File: src/rtl/acc_seq_pkg.sv
package acc_seq_pkg;

    localparam int NUM_CLS = 5;
    localparam int OP_W    = $clog2(NUM_CLS + 1);

    typedef enum logic [2:0] {
        ST_IDLE   = 3'd0,
        ST_FETCH  = 3'd1,
        ST_STEP   = 3'd2,
        ST_DECODE = 3'd3,
        ST_EXEC   = 3'd4
    } seq_state_t;

    // class index order fixes the priority: lower index wins
    typedef enum logic [OP_W-1:0] {
        OP_ADD   = 3'd0,
        OP_SUB   = 3'd1,
        OP_CLR   = 3'd2,
        OP_STORE = 3'd3,
        OP_BZ    = 3'd4,
        OP_NONE  = 3'd5
    } op_sel_t;

    typedef struct packed {
        logic acc_sub;
        logic acc_load;
        logic acc_clear;
        logic ir_load;
        logic pc_load;
        logic pc_step;
        logic addr_from_ir;
        logic mem_write;
    } ctrl_t;

    function automatic op_sel_t pick_op(input logic [NUM_CLS-1:0] flags);
        op_sel_t sel;
        sel = OP_NONE;
        for (int i = NUM_CLS - 1; i >= 0; i--) begin
            if (flags[i]) sel = op_sel_t'(i[OP_W-1:0]);
        end
        return sel;
    endfunction

endpackage

File: src/rtl/acc_seq_fsm.sv
module acc_seq_fsm
    import acc_seq_pkg::*;
(
    input  logic               clk,
    input  logic               rst,
    input  logic               run_en,
    input  logic [NUM_CLS-1:0] instr_cls,
    output seq_state_t         state_q,
    output op_sel_t            op_q
);
    seq_state_t state_d;
    op_sel_t    op_d;
    op_sel_t    op_pick;

    assign op_pick = pick_op(instr_cls);

    always_comb begin
        state_d = state_q;
        op_d    = op_q;
        unique case (state_q)
            ST_IDLE:   if (run_en) state_d = ST_FETCH;
            ST_FETCH:  state_d = ST_STEP;
            ST_STEP:   state_d = ST_DECODE;
            ST_DECODE: begin
                op_d    = op_pick;
                state_d = (op_pick == OP_NONE) ? ST_IDLE : ST_EXEC;
            end
            ST_EXEC:   state_d = ST_IDLE;
            default:   state_d = ST_IDLE;
        endcase
    end

    always_ff @(posedge clk) begin
        if (rst) begin
            state_q <= ST_IDLE;
            op_q    <= OP_NONE;
        end else begin
            state_q <= state_d;
            op_q    <= op_d;
        end
    end
endmodule

File: src/rtl/acc_seq_strobe.sv
module acc_seq_strobe
    import acc_seq_pkg::*;
(
    input  seq_state_t state_q,
    input  op_sel_t    op_q,
    input  logic       acc_zero,
    output ctrl_t      ctl
);
    always_comb begin
        ctl = '0;
        unique case (state_q)
            ST_FETCH: ctl.ir_load = 1'b1;
            ST_STEP:  ctl.pc_step = 1'b1;
            ST_EXEC: begin
                unique case (op_q)
                    OP_ADD: begin
                        ctl.acc_load     = 1'b1;
                        ctl.addr_from_ir = 1'b1;
                    end
                    OP_SUB: begin
                        ctl.acc_load     = 1'b1;
                        ctl.acc_sub      = 1'b1;
                        ctl.addr_from_ir = 1'b1;
                    end
                    OP_CLR:   ctl.acc_clear = 1'b1;
                    OP_STORE: begin
                        ctl.addr_from_ir = 1'b1;
                        ctl.mem_write    = 1'b1;
                    end
                    OP_BZ: begin
                        ctl.pc_load = acc_zero;
                        ctl.pc_step = ~acc_zero;
                    end
                    default: ctl = '0;
                endcase
            end
            default: ctl = '0;
        endcase
    end
endmodule

File: src/rtl/acc_ctrl_seq.sv
module acc_ctrl_seq
    import acc_seq_pkg::*;
(
    input  logic               clk,
    input  logic               rst,
    input  logic               run_en,
    input  logic [NUM_CLS-1:0] instr_cls,
    input  logic               acc_zero,
    output logic               acc_sub,
    output logic               acc_load,
    output logic               acc_clear,
    output logic               ir_load,
    output logic               pc_load,
    output logic               pc_step,
    output logic               addr_from_ir,
    output logic               mem_write
);
    seq_state_t state_q;
    op_sel_t    op_q;
    ctrl_t      ctl;

    acc_seq_fsm u_fsm (
        .clk       (clk),
        .rst       (rst),
        .run_en    (run_en),
        .instr_cls (instr_cls),
        .state_q   (state_q),
        .op_q      (op_q)
    );

    acc_seq_strobe u_strobe (
        .state_q  (state_q),
        .op_q     (op_q),
        .acc_zero (acc_zero),
        .ctl      (ctl)
    );

    assign acc_sub      = ctl.acc_sub;
    assign acc_load     = ctl.acc_load;
    assign acc_clear    = ctl.acc_clear;
    assign ir_load      = ctl.ir_load;
    assign pc_load      = ctl.pc_load;
    assign pc_step      = ctl.pc_step;
    assign addr_from_ir = ctl.addr_from_ir;
    assign mem_write    = ctl.mem_write;
endmodule

File: config.mk
export PLATFORM = sky130hd
export DESIGN_NAME = acc_ctrl_seq
export DESIGN_NICKNAME = d
export VERILOG_FILES = /design/src/rtl/acc_seq_pkg.sv /design/src/rtl/acc_seq_fsm.sv /design/src/rtl/acc_seq_strobe.sv /design/src/rtl/acc_ctrl_seq.sv
export SDC_FILE = /design/constraint.sdc
export NUM_CORES = 1
export LEC_CHECK = 0
export BUFFER_PORTS_ARGS = -buffer_cell sky130_fd_sc_hd__clkbuf_2
export CORE_AREA = 2 2 39 41
export CTS_BUF_LIST = sky130_fd_sc_hd__clkbuf_4 sky130_fd_sc_hd__clkbuf_8 sky130_fd_sc_hd__clkbuf_16
export DETAILED_ROUTE_END_ITERATION = 16
export DIE_AREA = 0 0 41 43
export PLACE_DENSITY = 0.56
export SYNTH_ARGS = -nofsm -noshare
export SYNTH_HDL_FRONTEND = slang
export SYNTH_HIERARCHICAL = 1
export SYNTH_SLANG_ARGS = --single-unit
export TNS_END_PERCENT = 100
File: constraint.sdc
create_clock -name clk -period 1.5 [get_ports clk]
set_input_delay 0.3 -clock clk [delete_from_list [all_inputs] [get_ports clk]]
set_output_delay 0.3 -clock clk [all_outputs]
set_load 0.005 [all_outputs]
# After elaboration in Yosys (flattened, before gate mapping)
# Index checks and enable logic that the tools add are counted.
# W data, S select, Z words.
[classes] n_eq_ne=10 muxes=19 bitwise_logic=1 n_reduce_logical=4
[ops] cell="$mux W3" count=7
[ops] cell="$eq A3 B2 Y1 const B" count=4
[ops] cell="$pmux W3 S4" count=1
[ops] cell="$eq A3 B3 Y1 const B" count=3
[ops] cell="$mux W1" count=8
[ops] cell="$eq A3 B1 Y1 const B" count=2
[ops] cell="$logic_not A3 Y1" count=2
[ops] cell="$mux W2" count=2
[ops] cell="$reduce_or A3 Y1" count=1
[ops] cell="$ne A2 B2 Y1 const B" count=1
[ops] cell="$pmux W1 S2" count=1
[ops] cell="$reduce_or A2 Y1" count=1
[ops] cell="$not A1 Y1" count=1
[totals] reg_bits=6 in_bits=9 out_inout_bits=8

# Longest topological paths before layout
# Gate-level depths: netlist of the first run.
[depth] word_depth=8 depth_mapped=3

# Modules after synthesis
# The synthesis of the first run kept the hierarchy.
[by_module_without_submodules] module="acc_seq_fsm" instances=1 cells_per_inst=25 area_each_um2=241.5 seq_area_each_um2=120.1
[by_module_without_submodules] module="acc_seq_strobe" instances=1 cells_per_inst=15 area_each_um2=100.1 seq_area_each_um2=0.0

# Least setup slack after synthesis of the first run
# No wires, ideal clock.
[synth_path] path_type="reg2out" start="register u_fsm.state_q[1]" end="output acc_sub" arrival_ns=1.122 required_time_ns=1.200 path_slack_ns=0.078 path_stages_with_launch=3 n_path_buf=0 path_cell_list="dfxtp_1 or4b_4 nor3_1"
[synth_between] elab_chain_len=2
[synth_lines] item="start, declared" line_no="acc_seq_fsm.sv:8" source="output seq_state_t state_q,"
[synth_lines] item="start signal, assigned" line_no="acc_seq_fsm.sv:38" source="state_q <= state_d;"
[synth_lines] item="$eq A3 B3 Y1" line_no="acc_seq_strobe.sv:11" source="unique case (state_q)"
[synth_lines] item="$mux W3" line_no="acc_seq_strobe.sv:11"
[synth_lines] item="end, declared" line_no="acc_ctrl_seq.sv:9" source="output logic acc_sub,"
# Every way passes these cells.

# Worst setup path in the final report of the first run
[layout_path] start="register u_fsm.state_q[1]" end="output acc_clear"
[layout_between] elab_chain_len=2
[layout_lines] item="$eq A3 B3 Y1" line_no="acc_seq_strobe.sv:11"
[layout_lines] item="$mux W3" line_no="acc_seq_strobe.sv:11"
[layout_lines] item="end, declared" line_no="acc_ctrl_seq.sv:11" source="output logic acc_clear,"
# Every way passes these cells.

==> results of run 1 <==
-- per-layer routing --
metal	vias up	GRT usage, %	wire (µm)
met5	-	0	0
li1	193	-	-
met3	2	3.141	59
met2	15	15.94	316
met1	165	14.19	335
met4	0	12.00	19
-- synthesized netlist by cell type (all sizes together) --
master and number:
a211o 1, a21oi 4, a31o 1, and3 1, dfxtp 6, inv 3
nand2 2, nand2b 1, nand3b 1, nor2 6, nor3 3, nor3b 5
nor4 1, o31ai 1, or4 2, or4b 1, xnor2 1
-- final timing paths --
check,cells after the start,to,startpoint
min,2,u_fsm/op_q[0]$_SDFFE_PP1N_,instr_cls[0]
max reg2reg,4,u_fsm/op_q[1]$_SDFFE_PP0N_,u_fsm/state_q[2]$_SDFFE_PP0P_
min reg2reg,1,u_fsm/op_q[2]$_SDFFE_PP1N_,u_fsm/op_q[2]$_SDFFE_PP1N_
max,3,acc_clear,u_fsm/state_q[1]$_SDFFE_PP0P_
-- final cells by class --
class / count / area (µm²)
inverter: 3 / 11.26
sequential: 6 / 121.4
clock buffer: 3 / 22.52
tap: 16 / 20.02
fill: 154 / 875.8
timing repair buffer: 19 / 102.6
multi-input combinational: 31 / 230.2
-- what timing repair did --
| item | in CTS | in global routing |
|---|---|---|
| resized for setup | 1 | 5 |
| buffers inserted | 0 | 0 |
| endpoints found under the setup margin | 7 | 7 |
| hold buffers | 0 | 0 |
| hold endpoints to repair | 0 | 0 |
-- cells by family after synthesis --
| group | after synthesis |
|---|---|
| AOI/OAI and AO/OA | 7 |
| DFF | 6 |
| buffers and inverters | 3 |
| and+or+nand+nor | 23 |
| xor gates and xnor gates | 1 |
-- per-stage QoR --
stage	cells	hold WS, ps
floorplan	40	369.1
global placement	75	480.3
detailed placement	75	489.5
CTS	78	261.9
global route	78	284.3
finish	78	268.7
-- power breakdown --
group	leakage, nW	total, W	switching, W	internal, W
logic	0.203	0.0000783	0.0000374	0.0000409
registers	0.0493	0.000178	0.00000711	0.000170
clock network	0.0138	0.000144	0.0000541	0.0000902
total	0.266	0.000400	0.0000986	0.000302
-- state kept, by name, summed over array words and instances (netlist names) --
register,cells
u_fsm/state_q,3
u_fsm/op_q,3
==> out/metrics.cfg, run 1 <==
[global_route]
grt_pass1_wl_um = 1366
grt_pass1_vias = 340
track_usage_pct = 11.96
grt_max_degree = 8
overflow = 0
antenna_found_initial = 0

[synth]
synth_compound_area_share_pct = 13.55
synth-seq-cells = 6
synth_area_leaders = dfxtp_1 (35%), nor3b_1 (8.8%), nor2_1 (6.6%)
synth_largest_area_cell = dfxtp_1
synth_xor_area_share_pct = 2.564
syn_nets = 49
postSynthAreaPerCell_um2 = 8.539
synth_top_family_by_area = simple AND/OR/NAND/NOR gates
synthAdderAreaFrac_pct = 0
synth_mux_area_share_pct = 0
netlist-cell-type-count = 18
yosysSeqAreaShare_pct = 35.16
synth_top_area_share_pct = 35.16
mappedNetlistArea_um2 = 341.6
yosys.area_share.simple_pct = 45.42
synthCells = 40
yosys_warnings = 6

[place]
place.gp.congestion = 0.6991
placed_cell_area_um2 = 464.2
io_buffers = 16
hpwl_um = 565.2
place_ws_ps = 32.46

[route]
wl_per_cell_um = 9.359
drt-pass1-iter-count = 4
ant_nets = 0
wirelength_um = 730
vias = 375
viasPerCell = 4.808
drtIter0Drc = 1
drc = 0

[cells_and_area]
area_growth_pct = 48.72
layout-drive-gt1-share_pct = 51.61
final_area_um2 = 508.0
layout_common_cells = clkbuf_2 (15), nor2_1 (6), dfxtp_1 (5)
layout_commonest_cell = clkbuf_2
antennaDiodeCount = 0
post-route-util_pct = 36.71
final_nets = 73

[sta]
slew_headroom_pct = 84.71
setup_viol_count_final = 5
post-route-period-util_pct = 114.6
rsz0062_at_grt = true
skew_ps = 2.809
finalCriticalPeriod_ps = 1719
drv_slew = 0
tightest_slew_ps = 229.0
finalHoldViolCount = 0
max_clock_freq_mhz = 581.8
fin_ws_ps = -218.9
finalSetupTns_ps = -874.1

[floorplan]
dieHeight_um = 43
pin_count = 17
initial_core_util_pct = 24.68
die_w_um = 41
fp-row-count = 14
core-area_um2 = 1384
dieArea_um2 = 1763

[clock_network]
clock-sinks = 6
cts_tree = built
cts-root-buf = clkbuf_4
cts_max_level = 1
worstSkewPairLatency_ps = 240
clkSlewWorstSetupHoldPaths_ps = 40
cts_made_buffers = 3
cts_buffer_depth = 2

[worst_setup_path]
crit_arrival_ps = 1420
worstPathMaxFanout = 5
worstSetupPathType = register to primary output
cp-end-kind = primary output
cp_top_family = simple AND/OR/NAND/NOR gates
cp_num_buf_inv = 1
r2r_slack_ps = 150
crit_slowest_cell = or4b_4
crit_chain = or4b_4, nor3b_2, buf_2
cp-start-kind = register
critPathRequiredTime_ps = 1200
critPathMaxStageDelay_ps = 570

[power_and_ir_drop]
p_leak_nw = 0.2657
power_density_nw_per_um2 = 787.8
ir_worst_vdd_mv = 0.2855
power_w = 0.0004002

[status]
status = finished, violations left
failed_checks = negative setup slack

[hold_path]
hold_path.class = input pin to register

[flow_run]
drv_cap = 0

(Power assumes the default switching activity.)
==> run 2: changes to the inputs <==
ABC_AREA = 1   (was not set)
PLACE_DENSITY = 0.59   (was 0.56)
==> out/metrics.cfg, run 2 <==
[synth]
synthFlopType = dfxtp_1
yosysSeqAreaShare_pct = 31.58  ; -3.6 points
yosys_warnings = 6  ; unchanged
postSynth.asyncResetShare_pct = 0  ; unchanged
synth_common_cells = nand2_1 (14), nor2_1 (13), inv_1 (12)
synth_top_area_share_pct = 31.58  ; -3.6 points
synth_largest_area_cell = dfxtp_1
synth_area_leaders = dfxtp_1 (32%), nand2_1 (14%), nor2_1 (13%)
synthCells = 64  ; +60%
mappedNetlistArea_um2 = 380.4  ; +11%
yosysMostFrequentCell = nand2_1
netlist-cell-type-count = 15  ; -3
synth-seq-cells = 6  ; unchanged
syn_nets = 73  ; +49%
synth_edf_count = 0  ; unchanged
postSynthAreaPerCell_um2 = 5.943  ; -30%

[place]
io_buffers = 16  ; unchanged
placed_cell_area_um2 = 480.5  ; +3.5%
hpwl_um = 635.5  ; +12%
dpl.cell_count = 96  ; +28%
place.gp.congestion = 0.7362  ; +5.3%

[route]
wl_per_cell_um = 7.576  ; -19%
wirelength_um = 750  ; +2.7%
ant_nets = 0  ; unchanged
vias = 418  ; +11%
drtIter0Drc = 8  ; +7
drt-pass1-iter-count = 3  ; -1
viasPerCell = 4.222  ; -12%
drc = 0  ; unchanged

[cells_and_area]
nFillCells = 160  ; +3.9%
multi_input_area_um2 = 215.2  ; -6.5%
final_area_um2 = 503.0  ; -0.99%
biggestRegsByFlops = u_fsm/op_q x3, u_fsm/state_q x3
layout_common_cells = clkbuf_2 (16), nand2_1 (14), nor2_1 (13)
area_growth_pct = 32.24
stdcell_count = 99  ; +27%
post-route-util_pct = 36.35  ; -0.36 points
layout-drive-gt1-share_pct = 28.92  ; -23 points
antennaDiodeCount = 0  ; unchanged
ff_latch_area_um2 = 120.1  ; -1.0%
final_nets = 94  ; +29%
layout_commonest_cell = clkbuf_2

[floorplan]
core-area_um2 = 1384  ; unchanged
pin_count = 17  ; unchanged
dieHeight_um = 43  ; unchanged
initial_core_util_pct = 27.49  ; +2.8 points
die_w_um = 41  ; unchanged
fp-row-count = 14  ; unchanged
dieArea_um2 = 1763  ; unchanged

[power_and_ir_drop]
ir_worst_vdd_mv = 0.3366  ; +18%
p_int_w = 0.0002856  ; -5.3%
power.share.clock_pct = 37.5  ; +1.4 points
seqPwrFrac_pct = 47.7  ; +3.3 points
comb_power_share_pct = 14.8  ; -4.8 points
power_density_nw_per_um2 = 761.3  ; -3.4%
p_leak_nw = 0.2666  ; +0.34%
p_sw_share_pct = 25.41  ; +0.77 points
power_switching_w = 0.00009731  ; -1.3%

[sta]
drv_slew = 0  ; unchanged
finalHoldViolCount = 0  ; unchanged
slew_headroom_pct = 84.14  ; -0.57 points
tightest_slew_ps = 237.5  ; +8.538 ps
setup_viol_count_final = 0  ; -5
hold_slack_ps = 272.7  ; +3.932 ps
rsz0062_at_grt = false
post-route-period-util_pct = 92.98  ; -22 points
finalSetupTns_ps = 0  ; +874.1 ps
finalCriticalPeriod_ps = 1395  ; -324.2 ps
skew_ps = 4.454  ; +1.645 ps
max_clock_freq_mhz = 717.0  ; +23%

[clock_network]
post_cts_buffers = 0  ; unchanged
clkSlewWorstSetupHoldPaths_ps = 40  ; about the same
cts_buffer_depth = 2  ; unchanged
cts-root-buf = clkbuf_4
worstSkewPairLatency_ps = 240  ; about the same
cts_tree = built
cts_max_level = 1  ; unchanged
ctsResizeCount = 0  ; -1
cts_made_buffers = 3  ; unchanged
cts-hold-fix-buffers = 0  ; unchanged
clock-sinks = 6  ; unchanged

[global_route]
met1_usage_pct = 13.03  ; -1.2 points
track_usage_pct = 10.69  ; -1.3 points
top_usage_layer = met2
overflow = 0  ; unchanged
use_met2_pct = 14.06  ; -1.9 points
grt_pass1_wl_um = 1235  ; -9.6%
grt_pass1_vias = 345  ; +1.5%
antenna_found_initial = 0  ; unchanged
grt_max_degree = 8  ; unchanged
grt.met3_usage_pct = 3.141  ; unchanged

[worst_setup_path]
critPathMaxStageDelay_ps = 360  ; -210 ps
worstPathMaxFanout = 6  ; +1
crit_chain = nor2_2, nand3_1, nor2_1, clkbuf_2
critPathRequiredTime_ps = 1200  ; about the same
r2r_slack_ps = 550  ; +400 ps
crit_slowest_cell = dfxtp_1
reg2reg_from = u_fsm/state_q[1]$_SDFFE_PP0P_
worstSetupPathType = register to primary output
r2r-end = u_fsm/op_q[1]$_SDFFE_PP0N_
cp-end-kind = primary output
crit_start = u_fsm/state_q[0]$_SDFFE_PP0P_
crit_arrival_ps = 1090  ; -330 ps
reg2reg_depth = 3  ; -1
cp-start-kind = register

[hold_path]
hold_path.class = input pin to register
holdPathStages = 3  ; +1
min-delay-start = rst
worst_hold_path.endpoint = u_fsm/op_q[0]$_SDFFE_PP1N_

[status]
status = complete, no violations

[flow_run]
drv_cap = 0  ; unchanged

run 2: cell count changes after synthesis, sizes merged, moves of 2 or more:
| cell | previous run | this run |
|---|---|---|
| nand2 | 2 | 15 |
| inv | 3 | 12 |
| nor2 | 6 | 15 |
| nand3 | 0 | 6 |
| nor3b | 5 | 1 |
| o21ai | 0 | 2 |
| or4 | 2 | 0 |
run 2: worst max path at each step:
stage,end,cells past startpoint,slack (ps)
after floorplan,acc_load,3,480
after global routing,addr_from_ir,4,8
after CTS,mem_write,4,60
final,mem_write,4,110
after detailed placement,mem_write,4,330
after global placement,addr_from_ir,4,350
run 2: routing by layer:
metal / routed length (µm) / part of all wire (%)
met1: 357 / 48
met2: 334 / 45
met3: 45 / 6.0
met4: 12 / 1.6
met5: 0 / 0
run 2: cell families (layout without fill, tap and decap cells):
| family | count (synthesis) | after routing | share of synthesized area [%] |
|---|---|---|---|
| and+or+nand+nor | 41 | 41 | 50.00 |
| buffers and inverters | 12 | 31 | 11.84 |
| DFF | 6 | 6 | 31.58 |
| AOI/OAI and AO/OA | 5 | 5 | 6.575 |
run 2: layout make-up:
type,count,share of cell area (%)
Clock buffer,3,4.478
Inverter,12,8.955
Multi-Input combinational cell,46,42.79
Sequential cell,6,23.88
Tap cell,16,3.980
Timing Repair Buffer,16,15.92
run 2: stage by stage:
stage               power (W)  setup slack [ps]
finish              0.0003829             105.3
global route        0.0004083             8.002
CTS                 0.0003922             62.88
detailed placement  0.0002430             332.3
global placement    0.0002419             348.4
floorplan           0.0002186             483.9
run 2: critical path, delay by kind of cell, from the launching register on:
family        cells  cell delay (ps)
flops             1              360
simple gates      3              380
buf+inv           1              120
run 2: power by group through the flow:
stage / registers [W] / logic, W / clock network, W
floorplan: 0.000183 / 0.0000356 / 0
global route: 0.000184 / 0.0000671 / 0.000157
finish: 0.000183 / 0.0000569 / 0.000144
global placement: 0.000185 / 0.0000569 / 0
CTS: 0.000183 / 0.0000578 / 0.000152
detailed placement: 0.000185 / 0.0000576 / 0
